`config.mk`:
```
export PLATFORM = sky130hd
export DESIGN_NAME = uart_tx_framer
export DESIGN_NICKNAME = d
export VERILOG_FILES = /design/src/rtl/uart_tx_pkg.sv /design/src/rtl/uart_tx_cfg.sv /design/src/rtl/uart_tx_timer.sv /design/src/rtl/uart_tx_seq.sv /design/src/rtl/uart_tx_framer.sv
export SDC_FILE = /design/constraint.sdc
export NUM_CORES = 1
export LEC_CHECK = 0
export BUFFER_PORTS_ARGS = -buffer_cell sky130_fd_sc_hd__buf_2
export CORE_UTILIZATION = 52
export CTS_CLUSTER_SIZE = 40
export DETAILED_ROUTE_END_ITERATION = 7
export PLACE_DENSITY = 0.76
export SYNTH_ARGS = -nofsm -noshare
export SYNTH_HDL_FRONTEND = slang
export SYNTH_HIERARCHICAL = 1
export SYNTH_SLANG_ARGS = --single-unit
```
`constraint.sdc`:
```
create_clock -name clk -period 2.7 [get_ports clk]
set_input_delay 0.27 -clock clk [delete_from_list [all_inputs] [get_ports clk]]
set_output_delay 0.27 -clock clk [all_outputs]
set_load 0.05 [all_outputs]
```
`src/rtl/uart_tx_pkg.sv`:
```
package uart_tx_pkg;

  // Field positions inside the line control value
  localparam int LC_LEN_LO  = 0;
  localparam int LC_STOP    = 2;
  localparam int LC_PAR_ON  = 3;
  localparam int LC_PAR_EVN = 4;

  typedef enum logic [2:0] {
    PH_IDLE,
    PH_START,
    PH_DATA,
    PH_PARITY,
    PH_STOP
  } tx_phase_e;

  typedef struct packed {
    logic [3:0] nbits;     // 5..8 data bits
    logic       par_on;
    logic       par_even;
    logic       stop_long; // stop select
  } frame_cfg_t;

endpackage

```
`src/rtl/uart_tx_cfg.sv`:
```
module uart_tx_cfg
  import uart_tx_pkg::*;
#(
  parameter int CTRL_W = 8
) (
  input  logic              clk,
  input  logic              rst_n,
  input  logic              load,
  input  logic              hold_chk,
  input  logic [CTRL_W-1:0] ctrl,
  output frame_cfg_t        cfg_q
);

  frame_cfg_t cfg_d;

  always_comb begin
    cfg_d.nbits     = 4'd5 + {2'b00, ctrl[LC_LEN_LO +: 2]};
    cfg_d.par_on    = ctrl[LC_PAR_ON];
    cfg_d.par_even  = ctrl[LC_PAR_EVN];
    cfg_d.stop_long = ctrl[LC_STOP];
  end

  // The control value resets to 00h, so the reset frame shape is 5 bits, no parity, 1 stop
  always_ff @(posedge clk or negedge rst_n) begin
    if (!rst_n) begin
      cfg_q <= '{nbits: 4'd5, par_on: 1'b0, par_even: 1'b0, stop_long: 1'b0};
    end else if (load) begin
      cfg_q <= cfg_d;
    end
  end

  // the captured shape does not move while a frame is in flight
  assert_cfg_held_R11: assert property (@(posedge clk) disable iff (!rst_n)
    (hold_chk && $past(hold_chk)) |-> $stable(cfg_q));

  // the captured length is always within 5..8
  assert_len_range_R4: assert property (@(posedge clk) disable iff (!rst_n)
    (cfg_q.nbits >= 4'd5) && (cfg_q.nbits <= 4'd8));

endmodule

```
`src/rtl/uart_tx_timer.sv`:
```
module uart_tx_timer #(
  parameter int CNT_W = 6
) (
  input  logic             clk,
  input  logic             rst_n,
  input  logic             run,
  input  logic             tick,
  input  logic [CNT_W-1:0] limit,
  output logic             last
);

  logic [CNT_W-1:0] cnt;

  assign last = run && tick && (cnt == limit - CNT_W'(1));

  always_ff @(posedge clk or negedge rst_n) begin
    if (!rst_n) begin
      cnt <= '0;
    end else if (!run || last) begin
      cnt <= '0;
    end else if (tick) begin
      cnt <= cnt + CNT_W'(1);
    end
  end

  // the sub-bit count never passes the length of the current slot
  assert_cnt_bound_R3: assert property (@(posedge clk) disable iff (!rst_n)
    run |-> (cnt < limit));

  // a stopped timer restarts from zero
  assert_cnt_clear_R2: assert property (@(posedge clk) disable iff (!rst_n)
    !run |=> (cnt == '0));

endmodule

```
`src/rtl/uart_tx_seq.sv`:
```
module uart_tx_seq
  import uart_tx_pkg::*;
#(
  parameter int DATA_W        = 8,
  parameter int TICKS_PER_BIT = 16,
  parameter int CNT_W         = 6
) (
  input  logic              clk,
  input  logic              rst_n,
  input  logic              start,
  input  logic [DATA_W-1:0] data_in,
  input  frame_cfg_t        cfg,
  input  logic              slot_done,
  output tx_phase_e         phase,
  output logic [CNT_W-1:0]  limit,
  output logic              level
);

  localparam int IDX_W       = $clog2(DATA_W);
  localparam int STOP_ONE    = TICKS_PER_BIT;
  localparam int STOP_HALF   = TICKS_PER_BIT + TICKS_PER_BIT / 2;
  localparam int STOP_TWO    = 2 * TICKS_PER_BIT;

  logic [DATA_W-1:0] shreg;
  logic [IDX_W-1:0]  bit_idx;
  logic              par_q;
  logic              last_data;

  assign last_data = ({{(4-IDX_W){1'b0}}, bit_idx} == cfg.nbits - 4'd1);

  // Slot length depends on the phase; stop length on stop select and word length
  always_comb begin
    limit = CNT_W'(TICKS_PER_BIT);
    if (phase == PH_STOP) begin
      if (!cfg.stop_long)          limit = CNT_W'(STOP_ONE);
      else if (cfg.nbits == 4'd5)  limit = CNT_W'(STOP_HALF);
      else                         limit = CNT_W'(STOP_TWO);
    end
  end

  always_comb begin
    unique case (phase)
      PH_START:  level = 1'b0;
      PH_DATA:   level = shreg[0];
      PH_PARITY: level = par_q;
      default:   level = 1'b1;
    endcase
  end

  always_ff @(posedge clk or negedge rst_n) begin
    if (!rst_n) begin
      phase   <= PH_IDLE;
      shreg   <= '0;
      bit_idx <= '0;
      par_q   <= 1'b0;
    end else begin
      unique case (phase)
        PH_IDLE: begin
          if (start) begin
            phase   <= PH_START;
            shreg   <= data_in;
            bit_idx <= '0;
          end
        end
        PH_START: begin
          if (slot_done) begin
            phase <= PH_DATA;
            par_q <= ~cfg.par_even; // odd sense seeds a one
          end
        end
        PH_DATA: begin
          if (slot_done) begin
            par_q   <= par_q ^ shreg[0];
            shreg   <= shreg >> 1;
            bit_idx <= bit_idx + IDX_W'(1);
            if (last_data) phase <= cfg.par_on ? PH_PARITY : PH_STOP;
          end
        end
        PH_PARITY: begin
          if (slot_done) phase <= PH_STOP;
        end
        PH_STOP: begin
          if (slot_done) phase <= PH_IDLE;
        end
        default: phase <= PH_IDLE;
      endcase
    end
  end

  // the parity slot is entered only when parity is enabled
  assert_parity_gate_R5: assert property (@(posedge clk) disable iff (!rst_n)
    (phase == PH_PARITY) |-> cfg.par_on);

  // with parity off, data hands straight over to stop
  assert_no_parity_R7: assert property (@(posedge clk) disable iff (!rst_n)
    ($past(phase) == PH_DATA && phase != PH_DATA && !cfg.par_on) |-> (phase == PH_STOP));

  // the stop slot length is one of the three legal values
  assert_stop_len_R10: assert property (@(posedge clk) disable iff (!rst_n)
    (phase == PH_STOP) |-> (limit == CNT_W'(STOP_ONE) || limit == CNT_W'(STOP_HALF)
                            || limit == CNT_W'(STOP_TWO)));

  // a long stop of two bits is never chosen for 5-bit words
  assert_stop_two_R9: assert property (@(posedge clk) disable iff (!rst_n)
    (phase == PH_STOP && limit == CNT_W'(STOP_TWO)) |-> (cfg.nbits != 4'd5 && cfg.stop_long));

endmodule

```
`src/rtl/uart_tx_framer.sv`:
```
module uart_tx_framer
  import uart_tx_pkg::*;
#(
  parameter int TICKS_PER_BIT = 16,
  parameter int DATA_W        = 8,
  parameter int CTRL_W        = 8
) (
  input  logic              clk,
  input  logic              rst_n,
  input  logic              baud_tick,
  input  logic [CTRL_W-1:0] line_ctrl,
  input  logic [DATA_W-1:0] in_data,
  input  logic              in_valid,
  output logic              in_ready,
  output logic              line_idle,
  output logic              txd
);

  localparam int CNT_W = $clog2(2 * TICKS_PER_BIT) + 1;

  frame_cfg_t       cfg_q;
  tx_phase_e        phase;
  logic [CNT_W-1:0] limit;
  logic             slot_done;
  logic             accept;
  logic             active;

  assign active    = (phase != PH_IDLE);
  assign in_ready  = !active;
  assign accept    = in_valid && in_ready;
  assign line_idle = in_ready && !in_valid;

  uart_tx_cfg #(.CTRL_W(CTRL_W)) i_cfg (
    .clk      (clk),
    .rst_n    (rst_n),
    .load     (accept),
    .hold_chk (active),
    .ctrl     (line_ctrl),
    .cfg_q    (cfg_q)
  );

  uart_tx_timer #(.CNT_W(CNT_W)) i_timer (
    .clk   (clk),
    .rst_n (rst_n),
    .run   (active),
    .tick  (baud_tick),
    .limit (limit),
    .last  (slot_done)
  );

  uart_tx_seq #(
    .DATA_W        (DATA_W),
    .TICKS_PER_BIT (TICKS_PER_BIT),
    .CNT_W         (CNT_W)
  ) i_seq (
    .clk       (clk),
    .rst_n     (rst_n),
    .start     (accept),
    .data_in   (in_data),
    .cfg       (cfg_q),
    .slot_done (slot_done),
    .phase     (phase),
    .limit     (limit),
    .level     (txd)
  );

  // acceptance drops ready and drives the start bit next cycle
  assert_accept_start_R2: assert property (@(posedge clk) disable iff (!rst_n)
    (in_valid && in_ready) |=> (!in_ready && !txd));

  // the line rests high whenever ready
  assert_idle_mark_R13: assert property (@(posedge clk) disable iff (!rst_n)
    in_ready |-> txd);

  // idle never reported while a request waits
  assert_idle_flag_R12: assert property (@(posedge clk) disable iff (!rst_n)
    in_valid |-> !line_idle);

  // ready returns only after a stop slot completes
  assert_ready_return_R2: assert property (@(posedge clk) disable iff (!rst_n)
    $rose(in_ready) |-> ($past(phase) == PH_STOP && $past(slot_done)));

endmodule

```
# Word level (Yosys, flattened, before mapping)
# Cells that the tools add are included.
# W data, S select, Z words.
totals:
  register_bits: 28
  latch_bits: 0
  ramBits: 0
  romBits: 0
  input_bits: 20
  elab_cells: 67
  memories: 0
classes:
  n_addsub: 5
  n_mul: 0
  div_mod_pow: 0
  n_lt_le_gt_ge: 0
  n_eq_ne: 13
  shifts: 0
  muxes: 23
  bitwise: 2
  reduce_logical: 15
ops:
  columns: ["op", "count"]
  rows:
  - ["$mux W6", 5]
  - ["$mux W3", 9]
  - ["$mux W8", 2]
  - ["$pmux W8 S2", 1]
  - ["$pmux W3 S5", 1]
  - ["$ne A2 B2 Y1 const B", 5]
  - ["$add A6 B1 Y6 const B", 1]
  - ["$eq A3 B2 Y1 const B", 2]
  - ["$eq A6 B6 Y1", 1]
  - ["$pmux W3 S2", 1]
  - ["$reduce_and A3 Y1", 2]
  - ["$reduce_and A6 Y1", 1]
  - ["$reduce_bool A2 Y1", 3]
  - ["$sub A6 B1 Y6 const B", 1]
  - ["$add A3 B2 Y4 const A", 1]
  - ["$eq A3 B4 Y1", 1]
  - ["$eq A4 B3 Y1 const B", 1]
  - ["$logic_and A1 B1 Y1", 4]
  - ["$sub A4 B1 Y4 const B", 1]
  - ["$add A3 B1 Y3 const B", 1]
  - ["$eq A3 B1 Y1 const B", 1]
  - ["$eq A3 B3 Y1 const B", 1]
  - ["$logic_not A3 Y1", 1]
  - ["$pmux W1 S3", 1]
  - ["other kinds (8)", 10]

# Longest topological paths before layout
# Gate-level depths: netlist of the first run.
depth:
  depth_word: 9
  ltp_mapped: 13
  ltp_nobuf: 11

# By module
# Netlist of the first run, hierarchy kept.
modules_own_cells:
  columns: ["mod", "n_inst", "cells_each", "area_each_um2", "seq_area_each_um2"]
  rows:
  - ["uart_tx_seq", 1, 100, 1036.0, 375.4]
  - ["uart_tx_timer", 1, 46, 467.9, 150.1]
  - ["uart_tx_cfg", 1, 19, 316.6, 177.7]
  - ["uart_tx_framer", 1, 4, 26.3, 0.0]

# Worst setup path before layout of the first run
# No wires, ideal clock.
synth_path:
  kind: "reg2reg"
  from: "register i_seq.phase[1]"
  to: "register i_seq.shreg[1]"
  arrival_time_ns: 2.769
  required_ns: 2.575
  path_slack_ns: -0.194
  path_stages_with_launch: 14
  path_buffers: 3
  period_less_slack_ns: 2.894
  path_cell_list: "dfrtp_1 -> buf_6 -> clkbuf_1 -> nor2_1 -> nand3_1 -> nor2_1 -> nor3b_2 -> xnor2_1 -> nor4_4 -> and2_1 -> mux2_4 -> and2_4 -> buf_6 -> mux2_4"
synth_via:
  elab_chain_cells: 7
  word_cells_on_any_way: 16
synth_lines:
  columns: ["element", "line_no", "source"]
  rows:
  - ["from (decl)", "uart_tx_seq.sv:14", "output tx_phase_e phase,"]
  - ["from (signal assigned)", "uart_tx_seq.sv:76", "if (last_data) phase <= cfg.par_on ? PH_PARITY : PH_STOP;"]
  - ["$eq A3 B3 Y1", "uart_tx_seq.sv:34", "if (phase == PH_STOP) begin"]
  - ["$mux W6", "uart_tx_seq.sv:34", null]
  - ["via limit[3]", "uart_tx_framer.sv:23", "logic [CNT_W-1:0] limit;"]
  - ["$sub A6 B1 Y6", "uart_tx_timer.sv:14", "assign last = run && tick && (cnt == limit - CNT_W'(1));"]
  - ["$eq A6 B6 Y1", "uart_tx_timer.sv:14", null]
  - ["$logic_and A1 B1 Y1", "uart_tx_timer.sv:14", null]
  - ["via slot_done", "uart_tx_framer.sv:24", "logic slot_done;"]
  - ["$ne A2 B2 Y1 (no line)", null, null]
  - ["$reduce_and A3 Y1 (no line)", null, null]
  - ["to (signal assigned)", "uart_tx_seq.sv:61", "shreg <= data_in;"]
  - ["to (signal assigned)", "uart_tx_seq.sv:74", "shreg <= shreg >> 1;"]
  - ["to (decl)", "uart_tx_seq.sv:24", "logic [DATA_W-1:0] shreg;"]
# The timed path passes the listed nets, and every way through them passes these cells.
# A chain may end at the register's enable or synchronous reset.

# Worst setup path in the final report of the first run
layout_path:
  from: "register i_cfg/cfg_q[3] (netlist name)"
  to: "register i_seq.shreg[4]"
layout_via:
  elab_chain_cells: 9
layout_lines:
  columns: ["element", "line_no", "source"]
  rows:
  - ["$eq A4 B3 Y1", "uart_tx_seq.sv:36", "else if (cfg.nbits == 4'd5) limit = CNT_W'(STOP_HALF);"]
  - ["$mux W6", "uart_tx_seq.sv:36", null]
  - ["$mux W6", "uart_tx_seq.sv:35", "if (!cfg.stop_long) limit = CNT_W'(STOP_ONE);"]
  - ["$mux W6", "uart_tx_seq.sv:34", null]
  - ["via limit[3]", "uart_tx_framer.sv:23", null]
  - ["$sub A6 B1 Y6", "uart_tx_timer.sv:14", null]
  - ["$eq A6 B6 Y1", "uart_tx_timer.sv:14", null]
  - ["$logic_and A1 B1 Y1", "uart_tx_timer.sv:14", null]
  - ["via slot_done", "uart_tx_framer.sv:24", null]
  - ["$ne A2 B2 Y1 (no line)", null, null]
  - ["$reduce_and A3 Y1 (no line)", null, null]
# The timed path passes the listed nets, and every way through them passes these cells.

==> impl_metrics.tcl, run 1 <==
set metrics [dict create \
    cp-end-kind "flop" \
    start_util_pct 54.9 \
    layout_min_cycle_time_ns 2.58 \
    drive_above_1_share_pct 34.5 \
    n_antenna_cell 0 \
    synth_edf_count 0 \
    grt_usage_pct 21.7 \
    num-fill-cells 286 \
    hold_viol_final 0 \
    ioPinCount 23 \
    cts_max_path_buffers 2 \
    setup_viol 0 \
    crit_slowest_cell "dfstp_2" \
    vias_per_cell 5.63 \
    grt_pass1_vias 1372 \
    syn_inst 169 \
    numPortBuffers 19 \
    grt_pass1_wl_um 5960 \
    worstPathRequired_ns 2.95 \
    drv_slew 0 \
    async_flop_share_pct 100 \
    avgSynthCellArea_um2 10.9 \
    fp.dieH_um 61.6 \
    root_buffer "clkbuf_4" \
    row_count 21 \
    seq_area_um2 703 \
    synth_top_flop_cell "dfrtp_1" \
    power_w 0.00192 \
    pwr-share-clk_pct 14.6 \
    htreeDepth 1 \
    cts_tree "built" \
    grt_antenna_before_repair 0 \
    syn2layout_area_growth_pct 15.0 \
    tightest_slew_ns 0.631 \
    dpl_worst_slack_ns -0.0902 \
    seqPwrFrac_pct 39.2 \
    critPathKind "reg2reg" \
    power.net_switching_w 0.000748 \
    slew_headroom_pct 57.9 \
    path_cells "ha_1 -> nand3b_1 -> nor2_4 -> xnor2_1 -> xnor2_1 -> nor4_4 -> and2_4 -> mux2_4 -> and2_4 -> mux2_2" \
    setup_ws_ns 0.121 \
    crit_fanout 10 \
    cp.arrival_ns 2.83 \
    drc 0 \
    drtIter0Drc 29 \
    swShare_pct 39.0 \
    die_w_um 61.6 \
    clk_latency_ns 0.34 \
    cellLeakagePower_nw 0.942 \
    grt.overflow.total 0 \
    final_cells 243 \
    syn_area_um2 1850 \
    irDropWorstVdd_v 0.000429 \
    coreArea_um2 3360 \
    multiInputGateArea_um2 1050 \
    die_area_um2 3790 \
    ys_seq_elements 28 \
    hold-worst-slack_ns 0.107 \
    num_vias 1368 \
    worst_clock_skew_ns 0.0105 \
    wl_per_cell_um 15.7 \
    num-nets-final 225 \
    ys_seq_area_share_pct 38.1 \
    layout_common_cells "dfrtp_1 (26), buf_2 (19), inv_1 (15)" \
    dr.pass1.iters 4 \
    hold_path.class "in2reg" \
    p_per_area_nw_per_um2 904 \
    cell_internal_pwr_w 0.00117 \
    grt_max_degree 29 \
    ant_nets 0 \
    cts.sinks 28 \
    gp_congestion 0.780 \
    drt_wl_total_um 3830 \
    cpPeakStageDelay_ns 0.56 \
    synth_top_area_share_pct 35.2 \
    fin_crit_sh_pct 95.5 \
    synth_area_leader_cell "dfrtp_1" \
    start_kind "flop" \
    yosys_warnings 6 \
    ys_types 44 \
    power_frac_comb_pct 46.2 \
    dpl.hpwl_um 2530 \
    status "completed" \
    drv_cap 0 \
    synthTopCellsByArea "dfrtp_1 (35%), mux2_4 (8.9%), ha_1 (4.7%)" \
    final_common_cell "dfrtp_1" \
    max_clock_freq_ghz 0.388 \
    cts_buffers 3 \
    path_clk_slew_ns 0.16 \
    place_inst 232 \
]
logic make-up (layout without fill, tap and decap cells):
group,after synthesis,count (layout),synth area share [%]
other,1,3,0.203
AO/OA/AOI/OAI,25,25,9.48
adder cells (fa/ha/maj),7,7,4.74
AND/OR/NAND/NOR,40,40,14.1
flip-flops,28,28,38.1
buffers and inverters,26,52,7.66
XOR/XNOR,18,18,9.28
multiplexers,24,24,16.5
synth_stat cells, types with 3 or more instances:
cell type  number
o21ai_0         4
buf_6           3
ha_1            7
a211oi_1        6
a31oi_1         4
nand2_1         6
a21oi_1         3
mux2i_1         6
nor2b_1         3
dfrtp_1        26
nand4_1         7
mux2_2          7
mux2_4         11
nor2_1          5
xnor2_1        10
inv_1          15
xor2_1          7
nor3b_1         3
buf_4           5
per-stage QoR:
stage               utilization [%]  area [µm²]  setup TNS (ns)
floorplan                         -        1880         -0.0214
global placement               59.3        1990         -0.0510
detailed placement             59.3        1990          -0.362
CTS                            61.4        2070               0
global route                   63.1        2120        -0.00623
finish                         63.1        2120               0
critical path, delay by kind of cell (launching register included):
family / cells / cell delay, ns
muxes: 2 / 0.51
and+or+nand+nor: 5 / 1.02
xor gates and xnor gates: 2 / 0.25
DFF: 1 / 0.56
adders and majority gates: 1 / 0.14
flip-flops by register name, summed over array words and instances, names as in the netlist:
register / count
i_seq/bit_idx: 3
i_seq/par_q: 1
i_seq/shreg: 8
i_timer/cnt: 6
i_seq/phase: 3
i_cfg/cfg_q: 7
timing repair:
action	in CTS	in global routing
endpoints found under the setup margin	8	8
pin swaps	0	4
buffers inserted	0	6
endpoints found under the hold margin	26	0
hold buffers	1	0
gates resized for setup	2	2
path summary, 6_finish.rpt:
| path | from | end | slack (ns) | cells after the start |
|---|---|---|---|---|
| max reg2reg | i_cfg/cfg_q[3]$_DFFE_PN1P_ | i_seq/shreg[4]$_DFFE_PN0P_ | 0.12 | 10 |
| min in group asynchronous | rst_n | i_cfg/cfg_q[1]$_DFFE_PN0P_ | 0.46 | 2 |
| max | i_cfg/cfg_q[3]$_DFFE_PN1P_ | i_seq/shreg[4]$_DFFE_PN0P_ | 0.12 | 10 |
| min | line_ctrl[0] | i_cfg/cfg_q[3]$_DFFE_PN1P_ | 0.11 | 2 |
| min reg2reg | i_cfg/cfg_q[5]$_DFFE_PN1P_ | i_cfg/cfg_q[5]$_DFFE_PN1P_ | 0.52 | 2 |
| max in group asynchronous | rst_n | i_seq/phase[1]$_DFFE_PN0P_ | 1.83 | 2 |
power groups by stage:
stage | logic (W) | clock network [W] | registers, W
floorplan | 0.000685 | 0 | 0.000720
detailed placement | 0.000808 | 0 | 0.000763
CTS | 0.000822 | 0.000290 | 0.000755
global placement | 0.000768 | 0 | 0.000747
finish | 0.000887 | 0.000280 | 0.000752
global route | 0.000965 | 0.000299 | 0.000773
metal layers:
metal	vias to the layer above	GRT usage, %	part of all wire (%)
met1	666	26.4	41
met2	38	37.9	52
met3	11	2.52	3.4
li1	653	-	-
met5	-	0	0
met4	0	10.8	3.4
layout make-up:
type | count | share of cell area [%]
clock inverter | 1 | 1.41
sequential | 28 | 33.1
timing repair buffer | 33 | 9.55
multi-input combinational | 117 | 49.5
clock buffer | 3 | 1.06
inverter | 15 | 2.65
tap | 46 | 2.71
Power figures use the tool's default switching activity.
==> inputs of run 2 (changes only) <==
- CORE_ASPECT_RATIO: unset -> 0.5
==> run 2 against run 1 <==
The run now ends with hold timing left; routed wire length shrank 15%; combinational power decreased by 7.3%; clock power is 8.6% lower; clock skew decreased by 0.0071 ns; largest cell class unchanged.
==> impl_metrics.tcl, run 2 (synthesized netlist as in run 1, its figures left out) <==
set metrics [dict create \
    cts.sinks 28 \
    grt_max_degree 29 \
    reg2reg_to "i_seq/shreg[4]$_DFFE_PN0P_" \
    num-fill-cells 252 \
    seq_area_um2 703 \
    die_area_um2 3810 \
    ant_nets 0 \
    hold_viol_final 4 \
    grt.overflow.total 0 \
    worstPathRequired_ns 2.87 \
    fin_crit_sh_pct 96.1 \
    hold-worst-slack_ns -0.00432 \
    worst_clock_skew_ns 0.00340 \
    grt_usage_pct 18.6 \
    setup_ws_ns 0.106 \
    crit_fanout 6 \
    layout_common_cells "dfrtp_1 (26), buf_2 (19), inv_1 (15)" \
    drt_wl_total_um 3270 \
    syn2layout_area_growth_pct 13.8 \
    slew_headroom_pct 59.4 \
    row_count 14 \
    start_util_pct 57.9 \
    drv_slew 0 \
    fp.dieH_um 44.1 \
    r2r_setup_slack_ns 0.11 \
    ioPinCount 23 \
    clk_latency_ns 0.27 \
    irDropWorstVdd_v 0.000453 \
    hold_path.class "in2async" \
    drv_cap 0 \
    cts_buffers 3 \
    failed_checks "hold timing" \
    grt_antenna_before_repair 0 \
    wl_per_cell_um 13.4 \
    holdBufCountCts 0 \
    cp.arrival_ns 2.76 \
    htreeDepth 1 \
    start_kind "flop" \
    die_w_um 86.3 \
    dpl_worst_slack_ns 0.00208 \
    root_buffer "clkbuf_8" \
    n_antenna_cell 0 \
    cts_max_path_buffers 2 \
    vias_per_cell 5.26 \
    num_vias 1283 \
    cp-end-kind "flop" \
    p_per_area_nw_per_um2 869 \
    critPathKind "reg2reg" \
    drc 0 \
    drtIter0Drc 64 \
    cellLeakagePower_nw 0.927 \
    coreArea_um2 3190 \
    layout_min_cycle_time_ns 2.59 \
    grt_pass1_wl_um 5440 \
    largest_register "i_seq/shreg" \
    multiInputGateArea_um2 1040 \
    max_clock_freq_ghz 0.386 \
    status "finished, violations left" \
    cts_tree "built" \
    grt_pass1_vias 1183 \
    dr.pass1.iters 4 \
    path_clk_slew_ns 0.09 \
    largestRegisters "i_seq/shreg: 8 flops, i_cfg/cfg_q: 7 flops, i_timer/cnt: 6 flops" \
    tightest_slew_ns 0.608 \
    largest_reg_flops 8 \
    numPortBuffers 19 \
    setup_viol 0 \
    r2r-start "i_cfg/cfg_q[3]$_DFFE_PN1P_" \
    power_w 0.00182 \
    reg2reg_depth 11 \
    gp_congestion 0.729 \
    num-nets-final 224 \
    drive_above_1_share_pct 33.2 \
    final_common_cell "dfrtp_1" \
    dpl.hpwl_um 2380 \
]
## run 2: power breakdown
part	internal (W)	leakage [nW]	switching (W)
registers	0.000597	0.348	0.000150
logic	0.000407	0.549	0.000415
clock network	0.000130	0.0288	0.000126
## run 2: metal layers
metal  vias up  share of wire, %  global-route usage (%)
li1        653                 -                       -
met1       612                51                    24.3
met2        18                47                    33.5
met3         0               2.5                    4.10
met4         0                 0                    2.00
met5         -                 0                       0
## run 2: repair_timing
item,4_1_cts,5_1_grt
cloned,1,0
setup endpoints to repair,1,9
gates resized for setup,0,1
buffers inserted,0,3
pin swaps,1,5
## run 2: final cells by class
class | instances | share of cell area, %
clock buffer | 4 | 2.62
multi-input combinational | 118 | 49.6
sequential | 28 | 33.5
tap | 48 | 2.86
inverter | 15 | 2.68
timing repair buffer | 31 | 8.81
## run 2: worst max path at each step
stage,startpoint,end,slack [ns],cells after the start
4_1_cts,i_cfg/cfg_q[4]$_DFFE_PN0P_,i_seq/shreg[4]$_DFFE_PN0P_,0.03,11
3_5_place_dp,i_cfg/cfg_q[4]$_DFFE_PN0P_,i_seq/shreg[4]$_DFFE_PN0P_,0.002,11
2_1_floorplan,i_seq/phase[1]$_DFFE_PN0P_,i_seq/shreg[1]$_DFFE_PN0P_,-0.004,12
5_1_grt,i_cfg/cfg_q[3]$_DFFE_PN1P_,i_seq/shreg[4]$_DFFE_PN0P_,-0.02,11
6_report,i_cfg/cfg_q[3]$_DFFE_PN1P_,i_seq/shreg[4]$_DFFE_PN0P_,0.11,11
3_3_place_gp,i_cfg/cfg_q[3]$_DFFE_PN1P_,i_seq/shreg[4]$_DFFE_PN0P_,0.08,10
## run 2: per-stage QoR
stage          hold slack (ns)  area [µm²]  instances  util (%)  TNS, ns
4_1_cts                 0.0234        2070        241      65.0        0
2_1_floorplan          -0.0256        1880        171         -  -0.0214
3_5_place_dp             0.321        2010        236      63.1        0
6_report              -0.00432        2100        244      65.9        0
3_3_place_gp             0.315        2010        236      63.1        0
5_1_grt                 0.0516        2100        244      65.9  -0.0155
## run 2: critical path, cell delays in order (launching register included)
cell and delay (ns):
dfstp_2 0.57, ha_1 0.15, nand3b_1 0.14, nand4_1 0.18, buf_4 0.14, inv_1 0.05
xnor2_1 0.13, xnor2_1 0.22, and2_4 0.19, mux2_4 0.17, and2_4 0.22, mux2_2 0.34
